$ cat src/rtl/pwd_pkg.sv
package pwd_pkg;

    // Default resolution of the modulator code.
    localparam int unsigned DEFAULT_CODE_BITS = 8;

endpackage

$ cat src/rtl/pwd_frame_counter.sv
module pwd_frame_counter #(
    parameter int unsigned CODE_BITS = pwd_pkg::DEFAULT_CODE_BITS
) (
    input  logic                 clk,
    input  logic                 rst,
    input  logic                 en_i,
    output logic [CODE_BITS-1:0] count_o,
    output logic                 wrap_o
);

    localparam logic [CODE_BITS-1:0] CNT_MAX = '1;
    localparam logic [CODE_BITS-1:0] CNT_ONE = CODE_BITS'(1);

    typedef struct packed {
        logic [CODE_BITS-1:0] count;
    } cnt_state_t;

    cnt_state_t st_d, st_q;

    // Next-state computation: advance only while enabled, wrap naturally.
    always_comb begin
        st_d = st_q;
        if (en_i) begin
            st_d.count = st_q.count + CNT_ONE;
        end
    end

    always_ff @(posedge clk) begin
        if (rst) begin
            st_q <= '0;
        end else begin
            st_q <= st_d;
        end
    end

    assign count_o = st_q.count;
    assign wrap_o  = en_i && (st_q.count == CNT_MAX);

    AST_WRAP_TO_ZERO: assert property (@(posedge clk) disable iff (rst)
        (en_i && count_o == CNT_MAX) |=> (count_o == '0));

    AST_STEP_ONE: assert property (@(posedge clk) disable iff (rst)
        (en_i && count_o != CNT_MAX) |=> (count_o == $past(count_o) + CNT_ONE));

    AST_HOLD_IDLE: assert property (@(posedge clk) disable iff (rst)
        !en_i |=> $stable(count_o));

endmodule

$ cat src/rtl/pwd_pulse_select.sv
module pwd_pulse_select #(
    parameter int unsigned CODE_BITS = pwd_pkg::DEFAULT_CODE_BITS
) (
    input  logic [CODE_BITS-1:0] count_i,
    input  logic [CODE_BITS-1:0] code_i,
    output logic [CODE_BITS-1:0] hits_o,
    output logic                 pulse_o
);

    // Per bit: first high phase of counter bit k (all higher counter bits low),
    // gated by code bit k. Three levels: NOR of upper bits, AND, final OR.
    for (genvar k = 0; k < CODE_BITS; k++) begin : g_bit
        logic upper_clear;
        if (k == CODE_BITS - 1) begin : g_top
            assign upper_clear = 1'b1;
        end else begin : g_low
            assign upper_clear = ~|count_i[CODE_BITS-1:k+1];
        end
        assign hits_o[k] = code_i[k] & count_i[k] & upper_clear;
    end

    assign pulse_o = |hits_o;

endmodule

$ cat src/rtl/pwd_modulator.sv
module pwd_modulator #(
    parameter int unsigned CODE_BITS = pwd_pkg::DEFAULT_CODE_BITS
) (
    input  logic                 clk,
    input  logic                 rst,
    input  logic                 en_i,
    input  logic [CODE_BITS-1:0] code_i,
    output logic                 pwdm_o,
    output logic                 frame_start_o
);

    typedef struct packed {
        logic [CODE_BITS-1:0] held;
        logic                 out;
        logic                 start;
    } mod_state_t;

    mod_state_t st_d, st_q;

    logic [CODE_BITS-1:0] count;
    logic                 wrap;
    logic [CODE_BITS-1:0] hits;
    logic                 pulse;

    pwd_frame_counter #(.CODE_BITS(CODE_BITS)) u_counter (
        .clk     (clk),
        .rst     (rst),
        .en_i    (en_i),
        .count_o (count),
        .wrap_o  (wrap)
    );

    pwd_pulse_select #(.CODE_BITS(CODE_BITS)) u_select (
        .count_i (count),
        .code_i  (st_q.held),
        .hits_o  (hits),
        .pulse_o (pulse)
    );

    // Next-state computation: capture code at wrap, register output and strobe.
    always_comb begin
        st_d       = st_q;
        st_d.out   = en_i && pulse;
        st_d.start = en_i && (count == '0);
        if (wrap) begin
            st_d.held = code_i;
        end
    end

    always_ff @(posedge clk) begin
        if (rst) begin
            st_q <= '0;
        end else begin
            st_q <= st_d;
        end
    end

    assign pwdm_o        = st_q.out;
    assign frame_start_o = st_q.start;

    AST_LOW_AT_START: assert property (@(posedge clk) disable iff (rst)
        frame_start_o |-> !pwdm_o);

    AST_CODE_HELD: assert property (@(posedge clk) disable iff (rst)
        !wrap |=> $stable(st_q.held));

    AST_CODE_LOAD: assert property (@(posedge clk) disable iff (rst)
        wrap |=> (st_q.held == $past(code_i)));

    AST_IDLE_QUIET: assert property (@(posedge clk) disable iff (rst)
        !en_i |=> (!pwdm_o && !frame_start_o));

    AST_SINGLE_SOURCE: assert property (@(posedge clk) disable iff (rst)
        $onehot0(hits));

    AST_START_AFTER_WRAP: assert property (@(posedge clk) disable iff (rst)
        (en_i && count == '0) |=> frame_start_o);

endmodule

$ cat config.mk
export PLATFORM = sky130hd
export DESIGN_NAME = pwd_modulator
export DESIGN_NICKNAME = d
export VERILOG_FILES = /design/src/rtl/pwd_pkg.sv /design/src/rtl/pwd_frame_counter.sv /design/src/rtl/pwd_pulse_select.sv /design/src/rtl/pwd_modulator.sv
export SDC_FILE = /design/constraint.sdc
export NUM_CORES = 1
export LEC_CHECK = 0
export BUFFER_PORTS_ARGS = -buffer_cell sky130_fd_sc_hd__buf_2
export CAP_MARGIN = 10
export CORE_MARGIN = 10
export CORE_UTILIZATION = 45
export CTS_CLUSTER_DIAMETER = 120
export DETAILED_ROUTE_END_ITERATION = 6
export GPL_TIMING_DRIVEN = 1
export PLACE_DENSITY = 0.77
export SLEW_MARGIN = 20
export SYNTH_ARGS = -nofsm -noshare
export SYNTH_HDL_FRONTEND = slang
export SYNTH_SLANG_ARGS = --single-unit
$ cat constraint.sdc
create_clock -name clk -period 1.8 [get_ports clk]
set_clock_uncertainty 0.2 [all_clocks]
set_input_delay 0.18 -clock clk [delete_from_list [all_inputs] [get_ports clk]]
set_output_delay 0.18 -clock clk [all_outputs]
set_load 0.05 [all_outputs]
# == Word-level counts from Yosys, hierarchy flattened ==
# Index checks and enable logic that the tools add are counted.
# classes
n_reduce_logical,18
add_sub_neg,1
order_cmp,0
mul,0
muxes,0
n_div,0
n_bitwise,15
shifts,0
eq_ne,1
# ops
cell,n
bitwise AND 1 bit,15
"adder 8 x 1 -> 8 bit, second input constant",1
"equality test 8 bit, second input constant",1
logical NOT 8 bit,1
OR reduction 8 bit,1
logical NOT 1 bit,7
OR reduction 7 bit,1
OR reduction 6 bit,1
OR reduction 5 bit,1
OR reduction 4 bit,1
logical AND 1 bit,3
OR reduction 3 bit,1
OR reduction 2 bit,1
# totals
in_bits,11
wordCells,39
ramBits,0
mem_bits_ro,0
output_inout_bits,2
n_memories,0
latch_bits,0
reg_bits,18

# == Logic depth before layout (Yosys ltp) ==
# Gate-level depths: netlist of the first run.
# logic_depth
ltp_word,5
depth_mapped,5
depth_no_buf,4

# == By module ==
# Synthesis of the first run repeated with hierarchy kept, for this count alone.
# unflattened
cells_unflattened,97
area_unflattened_um2,853.3
# by_module_without_submodules
mod,seq_area_each_um2,n_inst,area_each_um2,cells_per_inst
pwd_frame_counter,160.2,1,354.1,39
pwd_modulator,200.2,1,354.1,32
pwd_pulse_select,0.0,1,145.1,26

# == Worst setup path after synthesis of the first run ==
# No wires, ideal clock.
# synth_timing
kind,flip-flop to flip-flop
start,"reg u_counter.st_q, in the netlist u_counter.count_o[0]"
end,reg st_q[6] (netlist name)
n_path_buf,1
arrival_time_ns,1.226
slack_ns,0.303
setup_time_ns,0.071
stages_incl_launch_ff,6
required_ns,1.529
period_less_slack_ns,1.497
cell_sequence,dfxtp_1 -> ha_1 -> and4_1 -> clkbuf_1 -> nand3_1 -> a21oi_1
# synth_between
elab_chain_cells,2
# synth_rtl
item,line_no,text
from (decl),pwd_frame_counter.sv:18,"cnt_state_t st_d, st_q;"
from (signal assigned),pwd_frame_counter.sv:32,st_q <= st_d;
equality test 8 bit,pwd_frame_counter.sv:37,assign wrap_o = en_i && (st_q.count == CNT_MAX);
logical AND 1 bit,pwd_frame_counter.sv:37,
to (signal assigned),pwd_modulator.sv:54,st_q <= st_d;
to (decl),pwd_modulator.sv:18,"mod_state_t st_d, st_q;"
# No other way between the ends.
# A chain may end at the register's enable or synchronous reset.

# == Worst setup path after layout of the first run ==
# layout_timing
start,"reg u_counter.st_q, in the netlist u_counter.count_o[1]"
end,reg st_q[5] (netlist name)
# Same word-level chain as after synthesis.

==> results.md, run 1 <==
Outcome:
- The flow ran to the end, and the final reports show no timing, DRC or antenna violations.

Synth:
- The number of distinct library cells after synthesis is 27.
- Of the post-synthesis cell area, the dominant cell type holds 0.424.
- The compound-gate portion of the synthesized area is 0.185.
- The most area-hungry cell type in the Yosys netlist is sky130_fd_sc_hd__dfxtp_1.
- The number of synthesized flops with an enable pin is 0.
- Ranked by instance count, the synthesized netlist is headed by sky130_fd_sc_hd__dfxtp_1, sky130_fd_sc_hd__a21oi_1, sky130_fd_sc_hd__o21ai_0.
- When the netlist entered floorplanning its net count stood at approximately 110.
- In this run the mean area of a mapped cell was 8.51 um^2.
- Of the total synthesized cell area, the portion taken by AND, OR, NAND and NOR gates is 0.246.
- The register area share after synthesis is 0.424.
- After synthesis, the largest family of logic cells by area is simple AND/OR/NAND/NOR gates.
- In the post-synthesis netlist, the biggest area contributors are sky130_fd_sc_hd__dfxtp_1, sky130_fd_sc_hd__a21oi_1, sky130_fd_sc_hd__o21ai_0, sky130_fd_sc_hd__nand3_1, sky130_fd_sc_hd__xor2_1.
- In this run the cell area of the synthesized design comes to 851 um^2.
- Of the total synthesized cell area, the portion taken by full adders, half adders and majority gates is 0.0294.
- Synthesis inferred 18 register bits.
- The xor and xnor fraction of the mapped netlist area is 0.0412.
- The portion of synthesized area spent on multiplexers is 0.0118.
- The count of warnings emitted by yosys is 0.
- The most used flip-flop cell after synthesis is sky130_fd_sc_hd__dfxtp_1.
- The synthesized instance count is 100.
- Of all flip-flops after synthesis, the portion carrying an async set or reset was 0.
- The most frequently used cell type in the post-synthesis netlist is sky130_fd_sc_hd__dfxtp_1.

Routing:
- Wires add up to ~1900 um.
- The remaining design rule violation count is 0.
- The residual antenna-violating net count after detailed routing is 0.
- For this block, the initial DRC count from the detailed router was 23.
- Dividing the detail-routed wire length by the instance count gives around 13 um.
- The number of vias per cell is ~5.5.
- The number of vias after detailed routing is 781.
- The detailed-routing iteration count for the pre-antenna-repair pass is 4.

Final layout:
- Of the cells placed in the final design, the portion with a size suffix greater than 1 is 0.179.
- The layout has approximately 170 filler cells.
- The footprint of the multi-input gates is 437 um^2.
- The post-synthesis to final-layout area growth is 20.7%.
- The cell area after layout is just over 1000 um^2.
- For this run, the post-layout net count is around 130.
- The area taken by flip-flops and latches is around 360 um^2.
- The number of antenna cells inserted is 0.

GRT:
- The number of antenna violations at the first check in global routing is 0.
- The via count of the first global-routing pass is between 700 and 800.
- In the global route stage, overall resource usage came out at 0.0977.
- Entering global routing, the biggest net connects 18 pins.
- The first-pass GRT wire length is 3360 um.
- For this run the aggregate overflow at the end of global routing stands at 0.

Pwr:
- The part of the total power dissipated in combinational logic is 0.086.
- The sequential share of power is 0.570.
- Dividing total power by cell area gives a power density of between 700 and 800 nW/um^2.
- In this run the static leakage power is 0.000375 uW.
- Of the total power, the share spent switching nets is 0.225.
- The internal portion of the total power is 559 uW.
- The worst-case vdd ir drop is ~0.46 mV.
- The overall power is about 720 uW.
- For this design the total switching power over the nets is 163 uW.
- The part of the total power dissipated in the clock network is 0.344.

Worst setup path:
- For the worst setup path, the data arrival time is between 1.5 and 2 ns.
- The critical path startpoint category is a flop.
- In this run the critical register-to-register path is captured at st_q[5].
- The reg-to-reg startpoint is u_counter.count_o[1].
- At the worst endpoint, the required time is 1.79 ns.
- For the worst flop-to-flop path, the logic depth is 4.
- The kind of critical path is reg2reg.
- The highest net fanout along the worst path is 8.
- STA classifies the critical path endpoint as a flop.
- The minimum setup slack among reg-to-reg paths is 0.20 ns.

Die:
- The region available for standard cell placement spans 1760 um^2.
- For this design the top-level I/O count stands at 13.
- After floorplanning, the core was divided into 15 placement rows.
- The die covers approximately 4000 um^2.
- For this configuration, the core starts out at a cell density of 0.482.
- The die span in y is 63.5 um.
- The floorplan step set the die width to approximately 63 um.

STA:
- Measured against its own limit, the worst slew margin works out to 0.783.
- Subtracting the final worst setup slack from the clock period gives 1.60 ns.
- Across all setup checks in the final design, the least slack found is just under 0.2 ns.
- The final setup TNS is 0 ns.
- In the finished design, the share of the clock period the worst path needs comes to 0.890.
- The number of hold-slack violations in the final timing report was 0.
- Setup repair after global routing left no endpoint under its margin.
- The worst hold margin is about 0.036 ns.
- Setup violations remaining at the end of the flow were counted as 0.
- The actual transition at the worst max-transition pin is between 0.3 and 0.4 ns.
- The highest achievable clock rate is ~0.62 GHz.
- The number of pins with negative max-slew slack in the final report is 0.

Clocking:
- After clock tree synthesis, the clock-pin slew on the worst setup and hold paths is roughly 0.1 ns.
- The clock network latency to the later pin of the worst-skew pair is around 0.3 ns.
- The cell sitting at the root of the clock tree is a sky130_fd_sc_hd__clkbuf_4.
- The depth of the CTS H-tree is 1.
- Clock tree synthesis found a total of 18 sinks.
- Buffers added to address setup during post-CTS repair amount to 0.
- The maximum count of clock buffers along a single path is 2.
- In this run, CTS created clock tree buffers numbering 3.
- The CTS tree is yes.

Placement:
- The global placer's final weighted congestion is 0.806.
- In this run the cell area measured after placement is between 900 and 1000 um^2.
- Detailed placement finished with a half-perimeter wire length of 1330 um.
- The number of buffers inserted by port buffering is 12.
- At the placement stage, the worst setup path has a slack of 0.205 ns.

Min path:
- The worst hold path begins at rst.
- The worst hold path depth is 2.
- The worst hold path belongs to the class in2reg.
- The worst-case hold path end point is u_counter.count_o[0].

Run:
- Across the run, the number of max-cap violations was 0.
[through the flow]
| stage | instances | util |
|---|---|---|
| 5_1_grt | 142 | 0.582 |
| 6_report | 142 | 0.582 |
| 3_5_place_dp | 130 | 0.516 |
| 2_1_floorplan | 100 | - |
| 3_3_place_gp | 130 | 0.516 |
| 4_1_cts | 142 | 0.582 |
[worst max-delay path by stage]
stage	cells after the start	startpoint	end	slack (ns)
finish	4	u_counter.count_o[1]	st_q[5]	0.20
global route	4	u_counter.count_o[1]	st_q[5]	0.01
CTS	4	u_counter.count_o[1]	st_q[5]	0.19
detailed placement	4	u_counter.count_o[1]	st_q[5]	0.21
global placement	3	u_counter.count_o[5]	pwdm_o	0.28
floorplan	5	u_counter.count_o[0]	st_q[6]	0.30
[layout make-up]
class	count	share of cell area
Timing Repair Buffer	21	0.144
Sequential cell	18	0.351
Inverter	4	0.0146
Clock buffer	4	0.0353
Tap cell	25	0.0305
Multi-Input combinational cell	70	0.425
[sequential cells by signal (all words and copies together) (netlist names)]
signal	count
u_counter.count_o	8
pwdm_o	1
frame_start_o	1
st_q	8
[per-layer routing]
metal | vias to the layer above | wire [um] | track usage
met3 | 4 | 119 | 0.0194
met1 | 363 | 793 | 0.111
met2 | 24 | 971 | 0.176
met5 | - | 0 | 0
met4 | 0 | 26 | 0.0328
li1 | 390 | - | -
[power by group through the flow]
stage / clock (uW) / combinational [uW] / sequential (uW)
5_1_grt: 269 / 69.6 / 413
3_3_place_gp: 0 / 46.1 / 420
4_1_cts: 253 / 61.8 / 412
2_1_floorplan: 0 / 26.8 / 425
6_report: 248 / 62.0 / 412
3_5_place_dp: 0 / 47.2 / 421
[placed cells by master (no fill, tap or decap), types with 2 or more instances in the layout]
cell	n
sky130_fd_sc_hd__nand3_1	10
sky130_fd_sc_hd__nand2_1	5
sky130_fd_sc_hd__xor2_1	3
sky130_fd_sc_hd__or3_1	4
sky130_fd_sc_hd__ha_1	2
sky130_fd_sc_hd__inv_1	4
sky130_fd_sc_hd__dfxtp_1	18
sky130_fd_sc_hd__nand3b_1	3
sky130_fd_sc_hd__o21ai_0	11
sky130_fd_sc_hd__nand4_1	3
sky130_fd_sc_hd__a21oi_1	12
sky130_fd_sc_hd__dlygate4sd3_1	8
sky130_fd_sc_hd__buf_2	12
sky130_fd_sc_hd__nor2_1	5
sky130_fd_sc_hd__clkbuf_4	3
[worst max-delay path, cell delays in order (launching register included)]
cell and delay, ns:
sky130_fd_sc_hd__dfxtp_1 0.42, sky130_fd_sc_hd__ha_1 0.25, sky130_fd_sc_hd__nand4_1 0.27, sky130_fd_sc_hd__o21ai_0 0.27, sky130_fd_sc_hd__a21oi_1 0.09
[cells by family (layout without fill, tap and decap cells)]
family | Yosys count | count (layout)
muxes | 1 | 1
adders and majority gates | 2 | 2
DFF | 18 | 18
buffers and inverters | 12 | 29
AOI/OAI and AO/OA | 27 | 27
and+or+nand+nor | 36 | 36
xor gates and xnor gates | 4 | 4
[repair_timing]
item,in CTS,in global routing
setup endpoints to repair,0,0
resized for setup,0,0
hold endpoints to repair,8,0
hold buffers,8,0
No activity file was read; power rests on OpenSTA's default activity.
==> inputs of run 2 (changes only) <==
- CORE_MARGIN: 10 -> 3
==> run 2 against run 1 <==
  * Critical path depth stayed put
  * Via count is 4.9% higher
  * Combinational power is 1% lower
  * Fmax is 1.7% lower
  * Wire length is 4.1% higher
  * Worst hold slack better by 0.013 ns
  * Clock-buffer cell count is 1 lower
  * Utilization is 0.71 points lower
  * Largest cell class unchanged
  * Register-to-register slack worse by 0.03 ns
  * Setup slack worse by 0.028 ns
  * First-iteration DRC count is 22% lower
==> results.md, run 2 (synthesized netlist as in run 1, its figures left out) <==
Worst setup path:
- Among all stages on the critical path, the largest delay is contributed by sky130_fd_sc_hd__dfxtp_1.
- Walking the worst path, the cells encountered are ha_1 > nand4_1 > o21ai_1 > a21oi_1.
- For flop-to-flop paths, the worst setup slack is 0.17 ns.
- The capturing point of the worst reg2reg path is st_q[3].
- STA classifies the critical path startpoint as a flop.
- The worst setup path is captured at a flop.
- The kind of critical path is reg2reg.
- The delay of the slowest cell on the worst path is 0.42 ns.
- The depth of the worst register-to-register path is 4.
- In this run the worst path has a maximum fanout of 8.
- The worst register-to-register path begins at u_counter.count_o[1].
- Data arrives at the worst endpoint at 1.60 ns.
- The critical path data required time is around 1.8 ns.

Clocking:
- TritonCTS built the clock tree.
- After clock tree synthesis, the clock-pin slew on the worst setup and hold paths is 0.09 ns.
- Clock tree synthesis found a total of 18 sinks.
- In this run the deepest clock path goes through 2 buffers.
- The clock network latency to the later pin of the worst-skew pair is between 0.2 and 0.3 ns.
- The root buffer cell chosen for the clock tree is sky130_fd_sc_hd__clkbuf_4.
- The clock buffer count from CTS is 3.
- CTS built an H-tree with a depth of 1.

Routing:
- In the routed design, unresolved DRC markers number 0.
- After detailed routing, the number of vias per cell comes to a little under 6.
- The detailed-routing iteration count for the pre-antenna-repair pass is 4.
- The number of DRC violations after detailed-routing iteration 0 is 18.
- The average routed wire per standard cell is 14.1 um.
- Summed over all layers, the routed wires come to between 1500 and 2000 um.
- The count of nets left with antenna violations once routing finished came out at 0.
- The final route contains around 820 vias.

Pwr:
- After layout, the design draws a total of roughly 670 uW.
- The leakage component of the power is ~0.00037 uW.
- The total power per unit cell area is approximately 660 nW/um^2.
- IR analysis of the VDD net gives a maximum drop of just over 0.4 mV.

Placement:
- Once placement completed, the tool counted placed cells totaling between 100 and 150.
- The worst slack at placement is between 0.2 and 0.25 ns.
- Routability-driven placement finished with a final weighted congestion of 0.823.
- The number of buffers inserted by port buffering is 12.

Die:
- The initial standard-cell utilization of the core is 0.482.
- The area inside the core boundary is between 1500 and 2000 um^2.
- For this design the top-level I/O count stands at 13.
- The floorplan step defined a die boundary enclosing 2450 um^2.
- From left edge to right edge, the die measures a little under 50 um.
- The die is around 50 um tall.
- The floorplan has 15 rows.

Final layout:
- At the end of the flow the core is filled with cells to 0.575.
- In the final layout, the share of cells above drive strength 1 is 0.181.
- Leaving out filler cells and counting taps, the final layout contains ~140.
- Leaving out fill and tap cells, the most frequent cell in the layout is sky130_fd_sc_hd__dfxtp_1.
- The footprint of the multi-input gates is about 440 um^2.
- Summing all flip-flop and latch instances after layout gives roughly 360 um^2.
- The number of antenna cells inserted is 0.
- In the layout the commonest cells are sky130_fd_sc_hd__dfxtp_1, sky130_fd_sc_hd__a21oi_1, sky130_fd_sc_hd__buf_2, sky130_fd_sc_hd__o21ai_0, sky130_fd_sc_hd__nand3_1.
- The final-stage net count is 131.
- The post-synthesis to final-layout area growth is 19.3%.
- The filler cell count is 178.

STA:
- The share of the clock period used by the worst path is 0.906.
- Measured against its own limit, the worst slew margin works out to 0.760.
- The minimum clock period is approximately 1.6 ns.
- Static timing analysis puts the maximum clock frequency at just over 0.6 GHz.
- The actual transition at the worst max-transition pin is approximately 0.36 ns.
- The number of pins with negative max-slew slack in the final report is 0.
- Setup repair after global routing left no endpoint under its margin.
- The final setup TNS is 0 ns.
- Once routing completed, OpenROAD measured the worst setup slack at between 0.15 and 0.2 ns.
- The setup violation total in the final timing report is 0.
- The number of hold-slack violations in the final timing report is 0.

GRT:
- The number of antenna violations at the first check in global routing is 0.
- The aggregate global-route resource usage is 0.188.
- The first-pass GRT wire length is between 3000 and 4000 um.
- For this run the aggregate overflow at the end of global routing stands at 0.
- The via count of the first global-routing pass came to between 800 and 900.
- Entering global routing, the biggest net connects 18 pins.

Min path:
- The launch point of the worst hold path is rst.
- Counting instances, the worst hold path has a depth of 2.
- The path type of the worst min-delay path is in2reg.
- The worst-case hold path end point is u_counter.count_o[3].

Run:
- The tool flagged a number of max-cap violations equal to 0.

Outcome:
- The flow ran to the end, and the final reports show no timing, DRC or antenna violations.
run 2: cell count changes in the layout (fill, tap and decap cells not counted):
| cell | delta |
|---|---|
| sky130_fd_sc_hd__and4_1 | -1 |
| sky130_fd_sc_hd__and4_2 | +1 |
| sky130_fd_sc_hd__clkbuf_8 | -1 |
| sky130_fd_sc_hd__o21ai_0 | -1 |
| sky130_fd_sc_hd__o21ai_1 | +1 |
run 2: where the power goes:
group / total [uW] / switching [uW] / internal, uW
Sequential: 412 / 7.30 / 405
Clock: 198 / 120 / 78.0
Combinational: 61.4 / 30.3 / 31.0
run 2: critical path: cells and delay by family, from the launching register on:
| kind | cells | cell delay [ns] |
|---|---|---|
| DFF | 1 | 0.42 |
| adders and majority gates | 1 | 0.27 |
| AOI/OAI and AO/OA | 2 | 0.35 |
| and+or+nand+nor | 1 | 0.28 |
run 2: cell type report:
cell class	count	share of cell area
clock buffers	3	0.0222
repair buffers	21	0.146
inverters	4	0.0148
well taps	25	0.0308
flip-flops and latches	18	0.355
multi-input cells	70	0.432
run 2: how the worst max path moves through the flow:
stage                                    start      end  cells after the start
final                     u_counter.count_o[1]  st_q[3]                      4
after global routing      u_counter.count_o[1]  st_q[3]                      4
after CTS                 u_counter.count_o[1]  st_q[8]                      4
after detailed placement  u_counter.count_o[1]  st_q[8]                      4
after global placement    u_counter.count_o[0]  st_q[2]                      4
after floorplan           u_counter.count_o[0]  st_q[6]                      5
run 2: timing repair:
action	in CTS	in global routing
setup buffers	0	0
hold buffers	8	0
hold endpoints to repair	8	0
gates resized for setup	0	2
setup endpoints to repair	0	2
run 2: metrics by stage:
stage	cell area (um^2)	hold slack, ns
2_1_floorplan	851	0.132
3_3_place_gp	911	0.240
3_5_place_dp	911	0.243
4_1_cts	1010	0.0510
5_1_grt	1010	0.0778
6_report	1010	0.0494
run 2: metal layers:
| metal | global-route usage | vias to the layer above | share of wire |
|---|---|---|---|
| met5 | 0 | - | 0 |
| met4 | 0.0645 | 0 | 0.015 |
| met3 | 0.0423 | 5 | 0.040 |
| met2 | 0.326 | 28 | 0.49 |
| met1 | 0.226 | 395 | 0.45 |
| li1 | - | 391 | - |
